## config.mk

```make
export PLATFORM = sky130hd
export DESIGN_NAME = ones_verify_write
export DESIGN_NICKNAME = d
export VERILOG_FILES = /design/src/rtl/owv_pkg.sv /design/src/rtl/owv_timer.sv /design/src/rtl/owv_mask.sv /design/src/rtl/owv_fsm.sv /design/src/rtl/ones_verify_write.sv
export SDC_FILE = /design/constraint.sdc
export NUM_CORES = 1
export LEC_CHECK = 0
export BUFFER_PORTS_ARGS = -buffer_cell sky130_fd_sc_hd__clkbuf_2
export CAP_MARGIN = 40
export CORE_AREA = 2 2 171 173
export DETAILED_ROUTE_END_ITERATION = 8
export DIE_AREA = 0 0 173 175
export PLACE_DENSITY_LB_ADDON = 0.3
export SLEW_MARGIN = 30
export SYNTH_ARGS = -nofsm -noshare
export SYNTH_HDL_FRONTEND = slang
export SYNTH_SLANG_ARGS = --single-unit
```

## constraint.sdc

```tcl
create_clock -name clk -period 3.8 [get_ports clk]
set_clock_uncertainty 0.15 [all_clocks]
set_input_delay 0.76 -clock clk [delete_from_list [all_inputs] [get_ports clk]]
set_output_delay 0.76 -clock clk [all_outputs]
set_load 0.01 [all_outputs]
```

## src/rtl/owv_pkg.sv

```systemverilog
`timescale 1ns/1ps
package owv_pkg;
  typedef enum logic [1:0] {
    ST_IDLE  = 2'd0,
    ST_PRE   = 2'd1,
    ST_WRITE = 2'd2,
    ST_DONE  = 2'd3
  } owv_state_t;
endpackage

```

## src/rtl/owv_timer.sv

```systemverilog
`timescale 1ns/1ps
module owv_timer #(
  parameter int CNT_W = 16
) (
  input  logic             clk,
  input  logic             rst_n,
  input  logic             clear,
  input  logic [CNT_W-1:0] pre_len,
  input  logic [CNT_W-1:0] min_len,
  input  logic [CNT_W-1:0] max_len,
  output logic             pre_end,
  output logic             pulse_end,
  output logic             limit_end
);
  localparam logic [CNT_W-1:0] CNT_ONE = CNT_W'(1);

  logic [CNT_W-1:0] cnt_q;

  // a length of zero is treated as one cycle
  function automatic logic [CNT_W-1:0] last_idx(input logic [CNT_W-1:0] len);
    return (len == '0) ? '0 : (len - CNT_ONE);
  endfunction

  always_ff @(posedge clk or negedge rst_n) begin
    if (!rst_n)            cnt_q <= '0;
    else if (clear)        cnt_q <= '0;
    else if (cnt_q != '1)  cnt_q <= cnt_q + CNT_ONE;
  end

  assign pre_end   = (cnt_q == last_idx(pre_len));
  assign pulse_end = (cnt_q == last_idx(min_len));
  assign limit_end = (cnt_q == last_idx(max_len));


  cnt_restart_chk: assert property (@(posedge clk) disable iff (!rst_n)
    clear |=> (cnt_q == '0));
endmodule

```

## src/rtl/owv_mask.sv

```systemverilog
`timescale 1ns/1ps
module owv_mask #(
  parameter int W = 64
) (
  input  logic         clk,
  input  logic         rst_n,
  input  logic         accept,
  input  logic [W-1:0] req_data,
  input  logic [W-1:0] req_old,
  input  logic         req_old_known,
  input  logic         sensing,
  input  logic         capture_fail,
  input  logic [W-1:0] col_done,
  output logic [W-1:0] mask,
  output logic [W-1:0] data,
  output logic         mask_empty,
  output logic         all_done,
  output logic [W-1:0] fail_cols
);
  logic [W-1:0] mask_q, data_q, seen_q, fail_q, seen_now;

  // columns that rise from 0 to 1; all ones are watched when the old word is unknown
  function automatic logic [W-1:0] rising_cols(input logic [W-1:0] nw,
                                               input logic [W-1:0] od,
                                               input logic known);
    return known ? (nw & ~od) : nw;
  endfunction

  assign seen_now = seen_q | (col_done & mask_q & {W{sensing}});

  always_ff @(posedge clk or negedge rst_n) begin
    if (!rst_n) begin
      mask_q <= '0;
      data_q <= '0;
      seen_q <= '0;
      fail_q <= '0;
    end else if (accept) begin
      mask_q <= rising_cols(req_data, req_old, req_old_known);
      data_q <= req_data;
      seen_q <= '0;
      fail_q <= '0;
    end else begin
      if (sensing)      seen_q <= seen_now;
      if (capture_fail) fail_q <= mask_q & ~seen_now;
    end
  end

  assign mask       = mask_q;
  assign data       = data_q;
  assign mask_empty = (mask_q == '0);
  assign all_done   = &(seen_now | ~mask_q);
  assign fail_cols  = fail_q;


  fail_subset_chk: assert property (@(posedge clk) disable iff (!rst_n)
    (fail_q & ~mask_q) == '0);

  seen_masked_chk: assert property (@(posedge clk) disable iff (!rst_n)
    (seen_q & ~mask_q) == '0);

  seen_sticky_chk: assert property (@(posedge clk) disable iff (!rst_n)
    (sensing && !accept) |=> ((seen_q & $past(seen_q)) == $past(seen_q)));
endmodule

```

## src/rtl/owv_fsm.sv

```systemverilog
`timescale 1ns/1ps
module owv_fsm
  import owv_pkg::*;
(
  input  logic clk,
  input  logic rst_n,
  input  logic req_valid,
  input  logic pre_end,
  input  logic pulse_end,
  input  logic limit_end,
  input  logic mask_empty,
  input  logic all_done,
  output logic accept,
  output logic timer_clear,
  output logic st_pre,
  output logic st_write,
  output logic st_done,
  output logic st_busy,
  output logic limit_hit,
  output logic timeout
);
  owv_state_t state_q, state_d;
  logic       timeout_q, finish;

  assign finish    = mask_empty ? pulse_end : all_done;
  assign limit_hit = (state_q == ST_WRITE) && !mask_empty && !all_done && limit_end;
  assign accept    = (state_q == ST_IDLE) && req_valid;

  always_comb begin
    state_d = state_q;
    unique case (state_q)
      ST_IDLE:  if (req_valid) state_d = ST_PRE;
      ST_PRE:   if (pre_end)   state_d = ST_WRITE;
      ST_WRITE: if (finish || limit_hit) state_d = ST_DONE;
      ST_DONE:  state_d = ST_IDLE;
      default:  state_d = ST_IDLE;
    endcase
  end

  assign timer_clear = (state_d != state_q);

  always_ff @(posedge clk or negedge rst_n) begin
    if (!rst_n) begin
      state_q   <= ST_IDLE;
      timeout_q <= 1'b0;
    end else begin
      state_q <= state_d;
      if (accept)         timeout_q <= 1'b0;
      else if (limit_hit) timeout_q <= 1'b1;
    end
  end

  assign st_pre   = (state_q == ST_PRE);
  assign st_write = (state_q == ST_WRITE);
  assign st_done  = (state_q == ST_DONE);
  assign st_busy  = (state_q != ST_IDLE);
  assign timeout  = timeout_q;


  pre_to_write_chk: assert property (@(posedge clk) disable iff (!rst_n)
    st_pre |=> (st_pre || st_write));

  write_exit_chk: assert property (@(posedge clk) disable iff (!rst_n)
    $fell(st_write) |-> st_done);

  done_pulse_chk: assert property (@(posedge clk) disable iff (!rst_n)
    st_done |=> !st_busy);

  timeout_src_chk: assert property (@(posedge clk) disable iff (!rst_n)
    $rose(timeout) |-> st_done);

  busy_hold_chk: assert property (@(posedge clk) disable iff (!rst_n)
    (st_busy && !st_done) |=> st_busy);
endmodule

```

## src/rtl/ones_verify_write.sv

```systemverilog
`timescale 1ns/1ps
module ones_verify_write #(
  parameter int W     = 64,
  parameter int CNT_W = 16
) (
  input  logic             clk,
  input  logic             rst_n,
  input  logic             req_valid,
  input  logic [W-1:0]     req_data,
  input  logic [W-1:0]     req_old,
  input  logic             req_old_known,
  input  logic [CNT_W-1:0] cfg_pre_cycles,
  input  logic [CNT_W-1:0] cfg_min_pulse,
  input  logic [CNT_W-1:0] cfg_max_cycles,
  input  logic [W-1:0]     col_done,
  output logic             busy,
  output logic             precharge,
  output logic             sense_en,
  output logic             wr_drive,
  output logic [W-1:0]     wr_data,
  output logic [W-1:0]     verify_en,
  output logic             done,
  output logic             timeout,
  output logic [W-1:0]     fail_cols
);
  logic accept, timer_clear, st_pre, st_write, st_done, st_busy, limit_hit;
  logic pre_end, pulse_end, limit_end, mask_empty, all_done;
  logic [W-1:0] mask, data_q;

  owv_timer #(.CNT_W(CNT_W)) u_timer (
    .clk(clk), .rst_n(rst_n), .clear(timer_clear),
    .pre_len(cfg_pre_cycles), .min_len(cfg_min_pulse), .max_len(cfg_max_cycles),
    .pre_end(pre_end), .pulse_end(pulse_end), .limit_end(limit_end)
  );

  owv_mask #(.W(W)) u_mask (
    .clk(clk), .rst_n(rst_n), .accept(accept),
    .req_data(req_data), .req_old(req_old), .req_old_known(req_old_known),
    .sensing(st_write), .capture_fail(limit_hit), .col_done(col_done),
    .mask(mask), .data(data_q), .mask_empty(mask_empty),
    .all_done(all_done), .fail_cols(fail_cols)
  );

  owv_fsm u_fsm (
    .clk(clk), .rst_n(rst_n), .req_valid(req_valid),
    .pre_end(pre_end), .pulse_end(pulse_end), .limit_end(limit_end),
    .mask_empty(mask_empty), .all_done(all_done),
    .accept(accept), .timer_clear(timer_clear),
    .st_pre(st_pre), .st_write(st_write), .st_done(st_done),
    .st_busy(st_busy), .limit_hit(limit_hit), .timeout(timeout)
  );

  assign busy      = st_busy;
  assign precharge = st_pre;
  assign wr_drive  = st_write;
  assign sense_en  = st_write;
  assign wr_data   = data_q;
  assign verify_en = mask & {W{st_write}};
  assign done      = st_done;


  pre_write_excl_chk: assert property (@(posedge clk) disable iff (!rst_n)
    !(precharge && (wr_drive || sense_en)));

  verify_gate_chk: assert property (@(posedge clk) disable iff (!rst_n)
    !wr_drive |-> (verify_en == '0));

  fail_hold_chk: assert property (@(posedge clk) disable iff (!rst_n)
    (!busy && !req_valid) |=> $stable(fail_cols));
endmodule

```

==> impl_metrics.yaml <==
floorplanning:
  start_util: 0.5242
  dieArea_sq_um: 30280
  rows: 62
  die_w_um: 173
  coreArea_sq_um: 28390
  ioPinCount: 442
  die_height_um: 175
logic_synthesis:
  synth_edf_count: 0
  synthTopCellsByArea: "dfrtp_1, nand2_1, and2_1"
  synth_top_area_cell: "dfrtp_1"
  synth_ff_type: "dfrtp_1"
  synth_cells: 1730
  ys_async_sr_fraction: 1.000
  ys_ff_latch: 275
  netlist_area_sq_um: 14880
  syn_nets: 1978
  syn_area_per_cell_sq_um: 8.604
  netlist.area_leader.share: 0.4623
  seq_area_frac_synth: 0.4623
  yosysUniqueCellTypes: 76
  yosysWarnings: 0
clocking:
  h-tree-depth: 1
  cts_made_buffers: 29
  cts.sinks: 275
  cts.clk_slew.worst_paths_ns: 0.07
  cts_tree: "yes"
  cts_root_buf: "clkbuf_16"
  cts_setup_buffers: 0
  post_cts_resized: 0
  clk_path_buf_depth: 3
  clk_latency_ns: 0.56
  cts_hold_buf: 0
sta:
  finalMaxSlewViolations: 0
  worstMarginPinSlew_ns: 0.7387
  timing.fmax_mhz: 275.1
  fin_crit_ns: 3.635
  hold_viol_final: 0
  period_share: 0.9565
  slew_headroom: 0.5076
  rsz0062_at_grt: "no"
  finalSetupViolations: 0
final_layout:
  fin_nets: 2432
  fin_area_sq_um: 18910
  drive_gt1_frac: 0.3036
  synthToLayoutAreaGrowth_pct: 27.08
grt:
  grt_max_degree: 93
  globalRouteOverflowTotal: 0
  grt_antenna_before_repair: 2
  grt_pass1_vias: 14020
  grt_pass1_wl_um: 78950
  track_usage: 0.3314
setup_path:
  cp_top_family: "simple AND/OR/NAND/NOR gates"
  criticalPathCategory: "register to register"
  cp.required_ns: 4.09
  critical_path.max_fanout: 41
  startpoint_type: "register"
  path_buf_inv: 3
  ff2ff_setup_slack_ns: 0.17
  r2r_start: "u_fsm.state_q[0]"
  path_cells: "nor2b_4 > buf_12 > a21oi_1 > nor4_1 > nand4_1 > nor4_1 > buf_4 > and4_1 > nand4_1 > a41oi_4 > buf_12 > nor2_1"
  slowest_stage: "nor4_1"
  rr_worst_depth: 12
  reg2reg_to: "u_timer.cnt_q[4]"
  crit_arrival_ns: 3.92
  crit_path_max_incr_delay_ns: 0.55
  end_kind: "register"
power_and_ir_drop:
  power_switching_mw: 2.226
  p_sw_frac: 0.2952
  p_seq_frac: 0.446
  power_frac_comb: 0.171
  ir_drop_v: 0.0003530
  p_int_mw: 5.316
  power.total_mw: 7.542
  clkPwrFrac: 0.383
  p_leak_nw: 9.973
  p_per_area_nw_per_um2: 398.8
detailed_routing:
  final_antenna_net_count: 0
  num_vias: 14610
  drt_iter0_markers: 1084
  vias_per_cell: 5.637
  drt-total-wl_um: 51130
  dr.pass1.iters: 5
  wl_per_cell_um: 19.72
  drc_errors: 0
flow_run:
  maxCapViolations: 0
place:
  io_buffers: 441
  dpl_cell_area_sq_um: 17930
  place_hpwl_um: 39470
  gp_congestion: 0.9320
outcome:
  status: "complete, no violations"
hold_path:
  hp-class: "primary input to async pin"
power by group through the flow:
stage	Sequential, mW	Clock (mW)	Combinational, mW
4_1_cts	3.36	2.91	1.28
3_3_place_gp	3.40	0	1.25
5_1_grt	3.39	3.05	1.42
3_5_place_dp	3.41	0	1.28
2_1_floorplan	3.33	0	0.683
6_report	3.37	2.89	1.29
cell usage in the layout (no fill, tap or decap), drive strengths merged, types with 6 or more instances in the layout:
cell type and n:
nand4 17, xor2 19, dfrtp 275, xnor2 32, mux2 66, clkinv 12
clkbuf 477, or2 6, nor3 16, nand3 92, inv 23, mux2i 6
or3 10, o211ai 6, nand2 412, nor2 119, a31oi 9, buf 85
o21ai 16, nor4 54, nand2b 70, nor4b 6, or4 10, and2 133
a21oi 145
final cells by class:
type                       count  area [sq um]
antenna                        1         2.502
clock buffer                  37         815.8
clock inverter                17         162.7
fill                        2396          9478
inverter                      22         82.58
multi-input combinational   1331          7521
sequential                   275          6882
tap                          384         480.5
timing repair buffer         525          2968
how the worst max path moves through the flow:
stage | start | endpoint | cells after the start
6_report | u_fsm.state_q[0] | u_timer.cnt_q[4] | 12
5_1_grt | u_fsm.state_q[0] | u_mask.fail_cols[10] | 11
4_1_cts | u_fsm.state_q[0] | u_timer.cnt_q[0] | 12
3_5_place_dp | cfg_pre_cycles[0] | u_timer.cnt_q[2] | 13
3_3_place_gp | cfg_pre_cycles[0] | u_timer.cnt_q[15] | 13
2_1_floorplan | cfg_pre_cycles[0] | u_timer.cnt_q[12] | 13
metal layers:
layer,track usage,part of all wire,vias up
li1,-,-,6800
met1,0.4426,0.41,7003
met2,0.5388,0.47,704
met3,0.06723,0.085,104
met4,0.1183,0.037,0
met5,0,0,-
registers in the layout, summed over array words and instances, names as in the netlist:
name and flops:
u_fsm.state_q 2, u_fsm.timeout 1, u_mask.data 64, u_mask.fail_cols 64
u_mask.mask 64, u_mask.seen_q 64, u_timer.cnt_q 16
cells in the mapped netlist, types with 5 or more instances:
cell type  number
o211ai_1        6
nand2_1       412
nand2b_1       70
nor4_1         50
clkbuf_1       86
xnor2_1        32
or2_2           5
mux2i_1         6
and2_1        133
mux2_1          9
inv_1          22
or4_1           8
nor3_1         16
o311ai_0        5
nand3_1        91
a211oi_1        5
nor2b_1         5
mux2_2         57
o21ai_0        16
or3_1          10
nor2_2         11
xor2_1         19
and3_1          5
a31oi_1         9
a21oi_1       145
dfrtp_1       275
o22ai_1         5
nand4_1        16
nor2_1        108
nor4b_1         5
through the flow:
step	TNS (ns)	hold slack, ns	instances	util	worst slack, ns
floorplan	0	0.3040	1730	-	0.01203
global placement	-0.5609	0.3078	2536	0.6304	-0.04208
detailed placement	-1.671	0.3110	2537	0.6316	-0.1146
CTS	0	0.1061	2591	0.6661	0.1920
global route	0	0.1228	2592	0.6662	0.08278
finish	0	0.08160	2592	0.6662	0.1654
kinds of logic after synthesis:
| kind of cell | count (synthesis) | share of synthesized area |
|---|---|---|
| AO/OA/AOI/OAI | 235 | 0.09583 |
| flip-flops | 275 | 0.4623 |
| XOR/XNOR | 51 | 0.03001 |
| AND/OR/NAND/NOR | 969 | 0.3195 |
| buffers and inverters | 124 | 0.03497 |
| adder cells (fa/ha/maj) | 4 | 0.003363 |
| multiplexers | 72 | 0.05397 |
Note: power is estimated with default switching activity, not from simulation.
